File: config.mk
export PLATFORM = sky130hd
export DESIGN_NAME = alu15_core
export DESIGN_NICKNAME = d
export VERILOG_FILES = /design/src/rtl/alu15_pkg.sv /design/src/rtl/alu15_simple.sv /design/src/rtl/alu15_mul.sv /design/src/rtl/alu15_rem.sv /design/src/rtl/alu15_core.sv
export SDC_FILE = /design/constraint.sdc
export NUM_CORES = 1
export LEC_CHECK = 0
export ABC_AREA = 1
export ABC_CLOCK_PERIOD_IN_PS = 87600
export BUFFER_PORTS_ARGS = -buffer_cell sky130_fd_sc_hd__buf_2
export CAP_MARGIN = 20
export CORE_MARGIN = 5
export CORE_UTILIZATION = 45
export DETAILED_ROUTE_END_ITERATION = 12
export GPL_TIMING_DRIVEN = 0
export PLACE_DENSITY = 0.69
export SKIP_LAST_GASP = 1
export SLEW_MARGIN = 10
export SYNTH_ARGS = -nofsm -noshare
export SYNTH_HDL_FRONTEND = slang
export SYNTH_SLANG_ARGS = --single-unit
export TNS_END_PERCENT = 100
File: constraint.sdc
create_clock -name vclk -period 87.6
set_input_delay 26.28 -clock vclk [all_inputs]
set_output_delay 26.28 -clock vclk [all_outputs]
set_load 0.005 [all_outputs]
File: src/rtl/alu15_pkg.sv
// Package alu15_pkg
// Shared widths and the operation code map of the 15-bit wrapping ALU.
// Assumes the operation codes are a fixed 4-bit encoding that the core's
// decoder relies on.
package alu15_pkg;

    parameter int unsigned WORD_W = 16;   // bus width of operands and result
    parameter int unsigned VAL_W  = 15;   // width of the literal value range
    parameter int unsigned SEL_W  = 4;    // width of the operation code

    typedef enum logic [SEL_W-1:0] {
        OP_EQ  = 4'd0,
        OP_GT  = 4'd1,
        OP_ADD = 4'd2,
        OP_MUL = 4'd3,
        OP_MOD = 4'd4,
        OP_AND = 4'd5,
        OP_OR  = 4'd6,
        OP_NOT = 4'd7
    } alu_op_e;

endpackage

File: src/rtl/alu15_simple.sv
// Module alu15_simple
// Single-level operations on VAL_W-bit values: equality, unsigned
// greater-than, wrapping add, AND, OR and masked complement.
// Assumes the operands are already reduced to VAL_W bits. Dropping the
// carry out of the adder is what makes the sum wrap at 2**VAL_W.
module alu15_simple #(
    parameter int unsigned VAL_W = 15
) (
    input  logic [VAL_W-1:0] val_a,
    input  logic [VAL_W-1:0] val_b,
    output logic             eq_bit,
    output logic             gt_bit,
    output logic [VAL_W-1:0] sum_val,
    output logic [VAL_W-1:0] and_val,
    output logic [VAL_W-1:0] or_val,
    output logic [VAL_W-1:0] inv_val
);

    logic [VAL_W:0] sum_full;
    logic           unused_carry;

    // Comparisons: equality and strict unsigned magnitude.
    always_comb begin
        eq_bit = (val_a == val_b);
        gt_bit = (val_a > val_b);
    end

    // Wrapping addition: keep the low VAL_W bits and drop the carry.
    always_comb begin
        sum_full     = {1'b0, val_a} + {1'b0, val_b};
        sum_val      = sum_full[VAL_W-1:0];
        unused_carry = sum_full[VAL_W];
    end

    // Bitwise operations; the complement is confined to VAL_W bits.
    always_comb begin
        and_val = val_a & val_b;
        or_val  = val_a | val_b;
        inv_val = ~val_a;
    end

endmodule

File: src/rtl/alu15_mul.sv
// Module alu15_mul
// Shift-and-add multiplier that keeps only the low VAL_W bits of the
// product, which equals the product modulo 2**VAL_W.
// Assumes VAL_W-bit operands. Partial products are truncated at each
// stage, because bits above VAL_W can never reach the kept result.
module alu15_mul #(
    parameter int unsigned VAL_W = 15
) (
    input  logic [VAL_W-1:0] mcand,
    input  logic [VAL_W-1:0] mplier,
    output logic [VAL_W-1:0] prod_low
);

    logic [VAL_W-1:0] acc [0:VAL_W];

    // Seed of the accumulation chain.
    assign acc[0] = '0;

    // One adder row per multiplier bit, each adding the shifted multiplicand.
    for (genvar i = 0; i < VAL_W; i++) begin : g_row
        logic [VAL_W-1:0] pp;
        assign pp         = mplier[i] ? (mcand << i) : '0;
        assign acc[i + 1] = acc[i] + pp;
    end

    // Low half of the product.
    assign prod_low = acc[VAL_W];

endmodule

File: src/rtl/alu15_rem.sv
// Module alu15_rem
// Unrolled restoring division array that yields the remainder of a
// VAL_W-bit dividend by a VAL_W-bit divisor in one combinational pass.
// Assumes the caller masks the output when the divisor is zero. In that
// case the array passes the dividend bits through and its value is
// meaningless.
module alu15_rem #(
    parameter int unsigned VAL_W = 15
) (
    input  logic [VAL_W-1:0] dividend,
    input  logic [VAL_W-1:0] divisor,
    output logic [VAL_W-1:0] remainder
);

    logic [VAL_W-1:0] part [0:VAL_W];

    // The running remainder starts empty.
    assign part[0] = '0;

    // Each stage brings down one dividend bit, most significant first,
    // and subtracts the divisor when the shifted value can take it.
    for (genvar k = 0; k < VAL_W; k++) begin : g_stage
        logic [VAL_W:0] shifted;
        logic [VAL_W:0] diff;
        logic           fits;
        logic           unused_diff_top;
        assign shifted         = {part[k], dividend[VAL_W-1-k]};
        assign fits            = (shifted >= {1'b0, divisor});
        assign diff            = shifted - {1'b0, divisor};
        assign part[k + 1]     = fits ? diff[VAL_W-1:0] : shifted[VAL_W-1:0];
        assign unused_diff_top = diff[VAL_W];
    end

    // Final running remainder.
    assign remainder = part[VAL_W];

endmodule

File: src/rtl/alu15_core.sv
// Module alu15_core
// Top of the 15-bit wrapping ALU. It strips bit 15 from both operands,
// runs every operation unit in parallel and selects one result by the
// operation code. A remainder with a zero divisor is forced to 0 and
// raises div_zero.
// Assumes a purely combinational use: no clock, no reset and no stored
// state. The outputs follow the inputs within the same cycle.
module alu15_core
    import alu15_pkg::*;
#(
    parameter int unsigned WORD_BITS = alu15_pkg::WORD_W,
    parameter int unsigned LIT_BITS  = alu15_pkg::VAL_W
) (
    input  logic [SEL_W-1:0]     op_sel,
    input  logic [WORD_BITS-1:0] opnd_a,
    input  logic [WORD_BITS-1:0] opnd_b,
    output logic [WORD_BITS-1:0] result,
    output logic                 div_zero
);

    localparam int unsigned PAD_W = WORD_BITS - LIT_BITS;

    logic [LIT_BITS-1:0] val_a;
    logic [LIT_BITS-1:0] val_b;
    logic [PAD_W-1:0]    unused_hi;
    logic                eq_bit;
    logic                gt_bit;
    logic [LIT_BITS-1:0] sum_val;
    logic [LIT_BITS-1:0] and_val;
    logic [LIT_BITS-1:0] or_val;
    logic [LIT_BITS-1:0] inv_val;
    logic [LIT_BITS-1:0] prod_val;
    logic [LIT_BITS-1:0] rem_val;
    logic                divisor_zero;
    logic [LIT_BITS-1:0] pick;

    // Operand reduction: only the literal bits take part in any operation.
    always_comb begin
        val_a     = opnd_a[LIT_BITS-1:0];
        val_b     = opnd_b[LIT_BITS-1:0];
        unused_hi = opnd_a[WORD_BITS-1:LIT_BITS] ^ opnd_b[WORD_BITS-1:LIT_BITS];
    end

    alu15_simple #(.VAL_W(LIT_BITS)) u_simple (
        .val_a   (val_a),
        .val_b   (val_b),
        .eq_bit  (eq_bit),
        .gt_bit  (gt_bit),
        .sum_val (sum_val),
        .and_val (and_val),
        .or_val  (or_val),
        .inv_val (inv_val)
    );

    alu15_mul #(.VAL_W(LIT_BITS)) u_mul (
        .mcand    (val_a),
        .mplier   (val_b),
        .prod_low (prod_val)
    );

    alu15_rem #(.VAL_W(LIT_BITS)) u_rem (
        .dividend  (val_a),
        .divisor   (val_b),
        .remainder (rem_val)
    );

    // Zero-divisor detection.
    assign divisor_zero = (val_b == '0);

    // Result selection by operation code; unused codes give 0.
    always_comb begin
        pick     = '0;
        div_zero = 1'b0;
        case (op_sel)
            OP_EQ:   pick = {{(LIT_BITS-1){1'b0}}, eq_bit};
            OP_GT:   pick = {{(LIT_BITS-1){1'b0}}, gt_bit};
            OP_ADD:  pick = sum_val;
            OP_MUL:  pick = prod_val;
            OP_MOD: begin
                div_zero = divisor_zero;
                pick     = divisor_zero ? '0 : rem_val;
            end
            OP_AND:  pick = and_val;
            OP_OR:   pick = or_val;
            OP_NOT:  pick = inv_val;
            default: pick = '0;
        endcase
    end

    // Zero-extend the literal value onto the word bus.
    assign result = {{PAD_W{1'b0}}, pick};

endmodule

==> Word-level counts from Yosys, hierarchy flattened <==
Index checks and enable logic that the tools add are counted.
{ "totals": {"register_bits": 0} }
{ "op_classes": {"n_addsub": 30, "n_lt_le_gt_ge": 16, "eq_ne": 8, "muxes": 33, "bitwise_logic": 3, "n_reduce_logical": 2} }
{ "op_table": {"columns": ["op", "n"], "rows": [
  ["two-way mux 15 bit", 31],
  ["adder 15 bit", 15],
  ["greater-or-equal comparator 16 x 15 -> 1 bit", 14],
  ["subtractor 15 bit", 14],
  ["case mux 15 bit (8 select lines)", 1],
  ["equality test 4 x 3 -> 1 bit (second input constant)", 4],
  ["AND 15 bit", 1],
  ["equality test 15 bit", 1],
  ["greater-or-equal comparator 1 x 15 -> 1 bit", 1],
  ["> comparator 15 bit", 1],
  ["zero test 15 bit", 1],
  ["NOT 15 bit", 1],
  ["OR 15 bit", 1],
  ["subtractor 1 x 15 -> 15 bit", 1],
  ["equality test 4 x 2 -> 1 bit (second input constant)", 2],
  ["equality test 4 x 1 -> 1 bit (second input constant)", 1],
  ["zero test 4 bit", 1],
  ["two-way mux 1 bit", 1]
]} }

==> Longest topological paths before layout <==
Gate-level depths: netlist (run 1).
{ "depth": {"ltp_word": 32, "mapped_depth": 249, "ltp_nobuf": 233} }

==> Cells and area by module <==
Synthesis (run 1) repeated with hierarchy kept, for this count alone.
{ "hier_totals": {"cells_unflattened": 3254, "area_unflattened_um2": 19220.9} }
{ "by_module_without_submodules": {"columns": ["mod", "n_inst", "cells_per_inst", "area_each_um2", "seq_area_each_um2"], "rows": [
  ["alu15_rem", 1, 2268, 13167.6, 0.0],
  ["alu15_mul", 1, 474, 3468.3, 0.0],
  ["alu15_simple", 1, 275, 1561.5, 0.0],
  ["alu15_core", 1, 237, 1023.5, 0.0]
]} }

==> Least setup slack after synthesis (run 1) <==
Ideal clock, no wire load.
{ "synth_path": {"path_kind": "input to output", "startpoint": "in opnd_b[1]", "endpoint": "out result[14]", "t_arrival_ns": 60.580, "path_slack_ns": 0.740, "cell_stages": 229, "n_path_buf": 22, "path_cell_list": "buf_6 clkbuf_1 inv_1 ha_1 nand2_1 nand2_2 inv_1 ha_1 a21oi_1 nand2_1 a21oi_1 nand2_2 nand2_4 nand2_4 buf_6 o21ai_0 inv_1 ha_1 [... 193 more ...] nand2_1 inv_1 ha_1 nand3_1 and2_1 inv_1 a21oi_1 nor3_1 a2111oi_0 o21ai_0 a31o_2 a21oi_1 inv_1 nor2_4 buf_4 nand3_1 nand3_1 nand2_1"} }
{ "synth_via": {"elab_chain_cells": 32, "word_cells_on_any_way": 64} }
{ "synth_rtl": {"columns": ["element", "line_no", "source"], "rows": [
  ["start, declared", "alu15_core.sv:16", "input logic [WORD_BITS-1:0] opnd_b,"],
  ["subtractor 1 x 15 -> 15 bit / greater-or-equal comparator 1 x 15 -> 1 bit (equally long branches)", "alu15_rem.sv:29, alu15_rem.sv:28", null],
  ["two-way mux 15 bit", "alu15_rem.sv:30", "assign part[k + 1] = fits ? diff[VAL_W-1:0] : shifted[VAL_W-1:0];"],
  ["subtractor 15 bit / greater-or-equal comparator 16 x 15 -> 1 bit (equally long branches)", "alu15_rem.sv:29, alu15_rem.sv:28", null],
  ["two-way mux 15 bit", "alu15_rem.sv:30", null],
  ["subtractor 15 bit / greater-or-equal comparator 16 x 15 -> 1 bit (equally long branches)", "alu15_rem.sv:29, alu15_rem.sv:28", null],
  ["two-way mux 15 bit", "alu15_rem.sv:30", null],
  ["subtractor 15 bit / greater-or-equal comparator 16 x 15 -> 1 bit (equally long branches)", "alu15_rem.sv:29, alu15_rem.sv:28", null],
  ["two-way mux 15 bit", "alu15_rem.sv:30", null],
  ["[... 16 more ...]", null, null],
  ["subtractor 15 bit / greater-or-equal comparator 16 x 15 -> 1 bit (equally long branches)", "alu15_rem.sv:29, alu15_rem.sv:28", null],
  ["two-way mux 15 bit", "alu15_rem.sv:30", null],
  ["subtractor 15 bit / greater-or-equal comparator 16 x 15 -> 1 bit (equally long branches)", "alu15_rem.sv:29, alu15_rem.sv:28", null],
  ["two-way mux 15 bit", "alu15_rem.sv:30", null],
  ["subtractor 15 bit / greater-or-equal comparator 16 x 15 -> 1 bit (equally long branches)", "alu15_rem.sv:29, alu15_rem.sv:28", null],
  ["two-way mux 15 bit", "alu15_rem.sv:30", null],
  ["two-way mux 15 bit", "alu15_core.sv:81", "pick = divisor_zero ? '0 : rem_val;"],
  ["case mux 15 bit (8 select lines) (*)", "alu15_core.sv:74", "case (op_sel)"],
  ["end, declared", "alu15_core.sv:17", "output logic [WORD_BITS-1:0] result,"]
]} }
Every way passes the cells marked *; elsewhere a longest branch is shown, timed or not.

==> Final worst setup path (run 1) <==
{ "layout_path": {"startpoint": "in opnd_b[8]", "endpoint": "out result[5]"} }
{ "layout_via": {"elab_chain_cells": 32, "word_cells_on_any_way": 48} }
{ "layout_rtl": {"columns": ["element", "line_no"], "rows": [
  ["subtractor 1 x 15 -> 15 bit / greater-or-equal comparator 1 x 15 -> 1 bit (equally long branches)", "alu15_rem.sv:29, alu15_rem.sv:28"],
  ["two-way mux 15 bit", "alu15_rem.sv:30"],
  ["subtractor 15 bit / greater-or-equal comparator 16 x 15 -> 1 bit (equally long branches)", "alu15_rem.sv:29, alu15_rem.sv:28"],
  ["two-way mux 15 bit", "alu15_rem.sv:30"],
  ["subtractor 15 bit / greater-or-equal comparator 16 x 15 -> 1 bit (equally long branches)", "alu15_rem.sv:29, alu15_rem.sv:28"],
  ["two-way mux 15 bit", "alu15_rem.sv:30"],
  ["subtractor 15 bit / greater-or-equal comparator 16 x 15 -> 1 bit (equally long branches)", "alu15_rem.sv:29, alu15_rem.sv:28"],
  ["two-way mux 15 bit", "alu15_rem.sv:30"],
  ["[... 16 more ...]", null],
  ["subtractor 15 bit / greater-or-equal comparator 16 x 15 -> 1 bit (equally long branches)", "alu15_rem.sv:29, alu15_rem.sv:28"],
  ["two-way mux 15 bit", "alu15_rem.sv:30"],
  ["greater-or-equal comparator 16 x 15 -> 1 bit / subtractor 15 bit (equally long branches)", "alu15_rem.sv:28, alu15_rem.sv:29"],
  ["two-way mux 15 bit", "alu15_rem.sv:30"],
  ["subtractor 15 bit / greater-or-equal comparator 16 x 15 -> 1 bit (equally long branches)", "alu15_rem.sv:29, alu15_rem.sv:28"],
  ["two-way mux 15 bit", "alu15_rem.sv:30"],
  ["two-way mux 15 bit (*)", "alu15_core.sv:81"],
  ["case mux 15 bit (8 select lines) (*)", "alu15_core.sv:74"]
]} }
Marked as above.

==> flow_summary_export.csv, run 1 <==
group,metric,value,unit
logic_synthesis,yosys_warnings,0,
routing,drc_errors,0,
global_route,grt_usage,0.258,
global_route,grt_antenna_before_repair,1,
layout,seq_cell_count,0,
worst_setup_path,path_class,"in2out",
sta,layout_setup_ws,1810,ps
worst_setup_path,startpoint_type,"primary input",
routing,num_vias,19945,
logic_synthesis,syn_avg_cell_area,6.14,um^2
logic_synthesis,syn_inst,2981,
layout,ff_latch_area,0,um^2
floorplanning,dieWidth,212,um
sta,holdWs,53030,ps
layout,drive_above_1_share,0.136,
outcome,status,"completed",
global_route,grt_pass1_wl,96.1,mm
logic_synthesis,ys_types,53,
logic_synthesis,synth-simple-area-share,0.332,
global_route,grt_max_degree,32,
floorplanning,die_h,212,um
floorplanning,io-pin-count,53,
logic_synthesis,synth_area,0.0183,mm^2
place,pre_cts_slack,-7210,ps
global_route,grt_pass1_vias,18961,
layout,area_growth_syn_to_layout,14.6,%
min_path,holdPathEnd,"div_zero",
layout,nNetsFinal,3553,
sta,relSlewSlack,0.283,
logic_synthesis,synth-seq-area-share,0,
routing,drt-total-wl,61.4,mm
floorplanning,start_util,0.457,
routing,drt_iter0_drc,1453,
global_route,gr-total-overflow,0,
logic_synthesis,synth_xor_area_frac,0.0996,
floorplanning,die_area,0.0448,mm^2
worst_setup_path,arrival,59510,ps
worst_setup_path,slowest_delay,460,ps
sta,timing.final.crit_share,0.979,
sta,hold_viol_final,0,
min_path,min_from,"op_sel[3]",
layout,fillers,3970,
place,gp_congestion,0.981,
floorplanning,rows,73,
layout,antenna_cells,0,
routing,routedWlPerCell,16.8,um
floorplanning,core_area,0.0400,mm^2
logic_synthesis,synth_top_area_frac,0.210,
min_path,hold_path_class,"in2out",
sta,fmax,11.7,MHz
layout,nClkBuffers,0,
layout,multi_input_area,0.0167,mm^2
clock_network,hold_buffers,0,
routing,detail-route-antenna-nets,0,
min_path,hold_depth,5,
logic_synthesis,synth.area.mux_share,0,
routing,via_per_inst,5.47,
place,dp_hpwl,48.5,mm
logic_synthesis,synth_top_family_by_area,"simple AND/OR/NAND/NOR gates",
worst_setup_path,end_kind,"output pin",
logic_synthesis,synth_compound_area_frac,0.136,
worst_setup_path,cp_common_cell,"nand2_1",
sta,tightest_slew,1070,ps
worst_setup_path,cp_max_fo,19,
run,maxCapViolations,0,
sta,setup_viol,0,
logic_synthesis,synth_largest_area_cell,"ha_1",
worst_setup_path,cp_slowest_cell,"fa_1",
worst_setup_path,worstPathRequired,61320,ps
place,io_buffers,50,
sta,fin_crit,85790,ps
logic_synthesis,synth.area.top_cells,"ha_1, nand2_1, inv_1, fa_1, nand3_1",
logic_synthesis,synth_fa_ha_area_frac,0.305,
routing,dr.pass1.iters,5,
sta,final-max-slew-violation-count,0,
logic_synthesis,syn_nets,3411,
synthesized netlist by cell type, types with 12 or more instances:
master    instances
nand2_1         845
o22ai_1          12
nor3_1           23
nand2_2          18
a21oi_1         193
o21ai_1          13
xor2_1          130
xnor2_1          78
fa_1             87
nand4_1          30
nand3_1         267
ha_1            307
inv_1           502
o21ai_0          71
a21o_1           13
nand3_2          21
nor2_1          128
buf_2            24
o21bai_1         35
clkbuf_1         33
how the worst max path moves through the flow:
stage,to,cells after the start,start,slack (ps)
after floorplan,result[14],229,opnd_b[1],740
after global placement,result[0],232,opnd_b[1],-6760
after detailed placement,result[0],229,opnd_b[1],-7210
after CTS,result[0],240,opnd_b[1],20
after global routing,result[13],249,opnd_b[8],-420
final,result[5],240,opnd_b[8],1810
routing by layer:
layer	vias up	share of wire	GRT usage	routed length [um]
li1	9886	-	-	-
met4	2	0.026	0.0609	1580
met5	-	0.00011	0	7
met1	9336	0.44	0.350	27200
met2	612	0.46	0.439	28500
met3	109	0.065	0.0325	4000
cell usage in the layout (no fill, tap or decap), types with 13 or more instances in the layout:
cell type and n:
buf_4 94, o21ai_2 14, fa_1 82, buf_2 57
o21bai_1 34, nor3_1 22, inv_1 491, ha_4 21
a21o_1 13, nand4_1 30, nand2_1 832, nand2_2 30
ha_1 273, buf_6 24, xor2_1 130, o21ai_1 17
a21oi_2 29, o21ai_0 50, nand3_2 22, clkbuf_1 20
nor2_1 117, nor2_2 14, nand3_1 263, ha_2 13
xnor2_1 78, a21oi_1 165
stage by stage:
step / utilization / instance area [um^2] / TNS, ps / std cells
2_1_floorplan: - / 18300 / 0 / 2981
3_3_place_gp: 0.480 / 19200 / -100200 / 3556
3_5_place_dp: 0.484 / 19400 / -107050 / 3563
4_1_cts: 0.498 / 19900 / 0 / 3600
5_1_grt: 0.524 / 21000 / -5350 / 3646
6_report: 0.524 / 21000 / 0 / 3646
critical path: cells and delay by family:
family,cells,cell delay (ps)
AO/OA/AOI/OAI,86,14110
AND/OR/NAND/NOR,91,8660
buffers and inverters,49,6060
adder cells (fa/ha/maj),14,4300
cells by family after synthesis:
family                     after synthesis
buffers and inverters                  586
and+or+nand+nor                       1378
other                                    1
adders and majority gates              394
xor gates and xnor gates               208
AOI/OAI and AO/OA                      414
what timing repair did:
action,in CTS,in global routing
setup endpoints to repair,15,15
pin swaps,19,55
gates resized for setup,98,158
setup buffers,38,50
area by class of cell:
class	count	area share
multi-input cells	2395	0.798
inverters	514	0.0945
repair buffers	145	0.0530
well taps	525	0.0313
plain buffers	67	0.0233
Power of run 1 is left out: the tool's default activity adds up to more than one toggle a clock period on the data nets, which glitch-free logic cannot reach.
==> inputs of run 2 (changes only) <==
- BUFFER_PORTS_ARGS: -buffer_cell sky130_fd_sc_hd__buf_2 -> default
- CORE_MARGIN: 5 -> 3
- DONT_BUFFER_PORTS: default -> 1
- PLACE_DENSITY: 0.69 -> 0.68
==> flow_summary_export.csv, run 2 (same netlist as run 1, synthesis figures left out) <==
group,metric,value,unit
outcome,status,"completed",
layout,area_growth_syn_to_layout,13.2,%
worst_setup_path,path_class,"in2out",
floorplanning,core_area,0.0399,mm^2
layout,seq_cell_count,0,
sta,setup_viol,0,
global_route,grt_max_degree,32,
routing,drc_errors,0,
worst_setup_path,cp_top_family,"compound AO/OA/AOI/OAI gates",
min_path,holdPathEnd,"div_zero",
worst_setup_path,arrival,59200,ps
floorplanning,die_h,208,um
run,maxCapViolations,0,
global_route,gr-total-overflow,0,
layout,drive_above_1_share,0.121,
routing,via_per_inst,5.53,
global_route,grt_pass1_wl,96.9,mm
floorplanning,die_area,0.0431,mm^2
worst_setup_path,end_kind,"output pin",
sta,final-max-slew-violation-count,0,
global_route,grt_pass1_vias,18922,
global_route,grt_antenna_before_repair,0,
layout,multi_input_area,0.0167,mm^2
worst_setup_path,worst-path-buf-inv,44,
place,gp_congestion,0.951,
layout,fillers,4025,
floorplanning,rows,73,
layout,fin_util,0.519,
global_route,grt_usage,0.269,
routing,num_vias,19888,
worst_setup_path,cp_common_cell,"nand2_1",
floorplanning,io-pin-count,53,
worst_setup_path,slowest_delay,390,ps
layout,nClkBuffers,0,
place,io_buffers,0,
sta,tightest_slew,922,ps
worst_setup_path,cp_slowest_cell,"a221o_1",
routing,routedWlPerCell,17.2,um
min_path,hold_path_class,"in2out",
sta,setup_tns,0,ps
routing,detail-route-antenna-nets,0,
sta,fin_crit,85480,ps
place,dp_hpwl,48.7,mm
sta,timing.final.crit_share,0.976,
min_path,hold_depth,3,
worst_setup_path,cp_max_fo,16,
worst_setup_path,startpoint_type,"primary input",
floorplanning,dieWidth,208,um
routing,dr.pass1.iters,9,
floorplanning,start_util,0.458,
sta,hold_viol_final,0,
layout,final_common_cell,"nand2_1",
layout,nNetsFinal,3503,
sta,relSlewSlack,0.383,
worst_setup_path,worstPathRequired,61320,ps
layout,final_cell_mix,"nand2_1, inv_1, ha_1, nand3_1, a21oi_1",
layout,ff_latch_area,0,um^2
worst_setup_path,cp_num_cells,237,
min_path,min_from,"op_sel[1]",
sta,fmax,11.7,MHz
routing,drt-total-wl,61.9,mm
routing,drt_iter0_drc,1429,
run 2: worst max path at each step:
stage	from	endpoint	slack, ps
2_1_floorplan	opnd_b[1]	result[14]	740
3_3_place_gp	opnd_b[8]	result[0]	-6090
3_5_place_dp	opnd_b[1]	result[5]	-6740
4_1_cts	opnd_b[7]	result[14]	40
5_1_grt	opnd_a[14]	result[13]	-370
6_report	opnd_a[14]	result[14]	2120
run 2: layer usage:
| layer | vias up | routed length [um] | global-route usage |
|---|---|---|---|
| met2 | 606 | 28900 | 0.463 |
| met5 | - | 0 | 0 |
| met1 | 9384 | 27500 | 0.362 |
| met4 | 0 | 1190 | 0.0549 |
| li1 | 9809 | - | - |
| met3 | 89 | 4300 | 0.0360 |
run 2: through the flow:
step | cells | area [um^2] | hold WS [ps] | setup WS (ps)
detailed placement | 3512 | 19100 | 52760 | -6740
floorplan | 2981 | 18300 | 52720 | 740
finish | 3598 | 20700 | 52760 | 2120
CTS | 3548 | 19700 | 52760 | 44.5
global route | 3596 | 20700 | 52790 | -367
global placement | 3506 | 18900 | 52760 | -6090
run 2: timing repair:
item / CTS / global route
endpoints found under the setup margin: 15 / 15
setup buffers: 38 / 52
hold buffers: 0 / 0
gates resized for setup: 86 / 157
hold endpoints to repair: 0 / 0
pin swaps: 17 / 53
run 2: tightest hold or removal path, cell delays in order:
cell and delay (ps):
inv_1 30, nand3_1 90, nor2_1 80
run 2: layout make-up:
class,instances,area share
timing repair buffer,96,0.0408
buffer,66,0.0233
inverter,514,0.0955
multi-input combinational,2395,0.808
antenna,2,0.000242
tap,525,0.0317
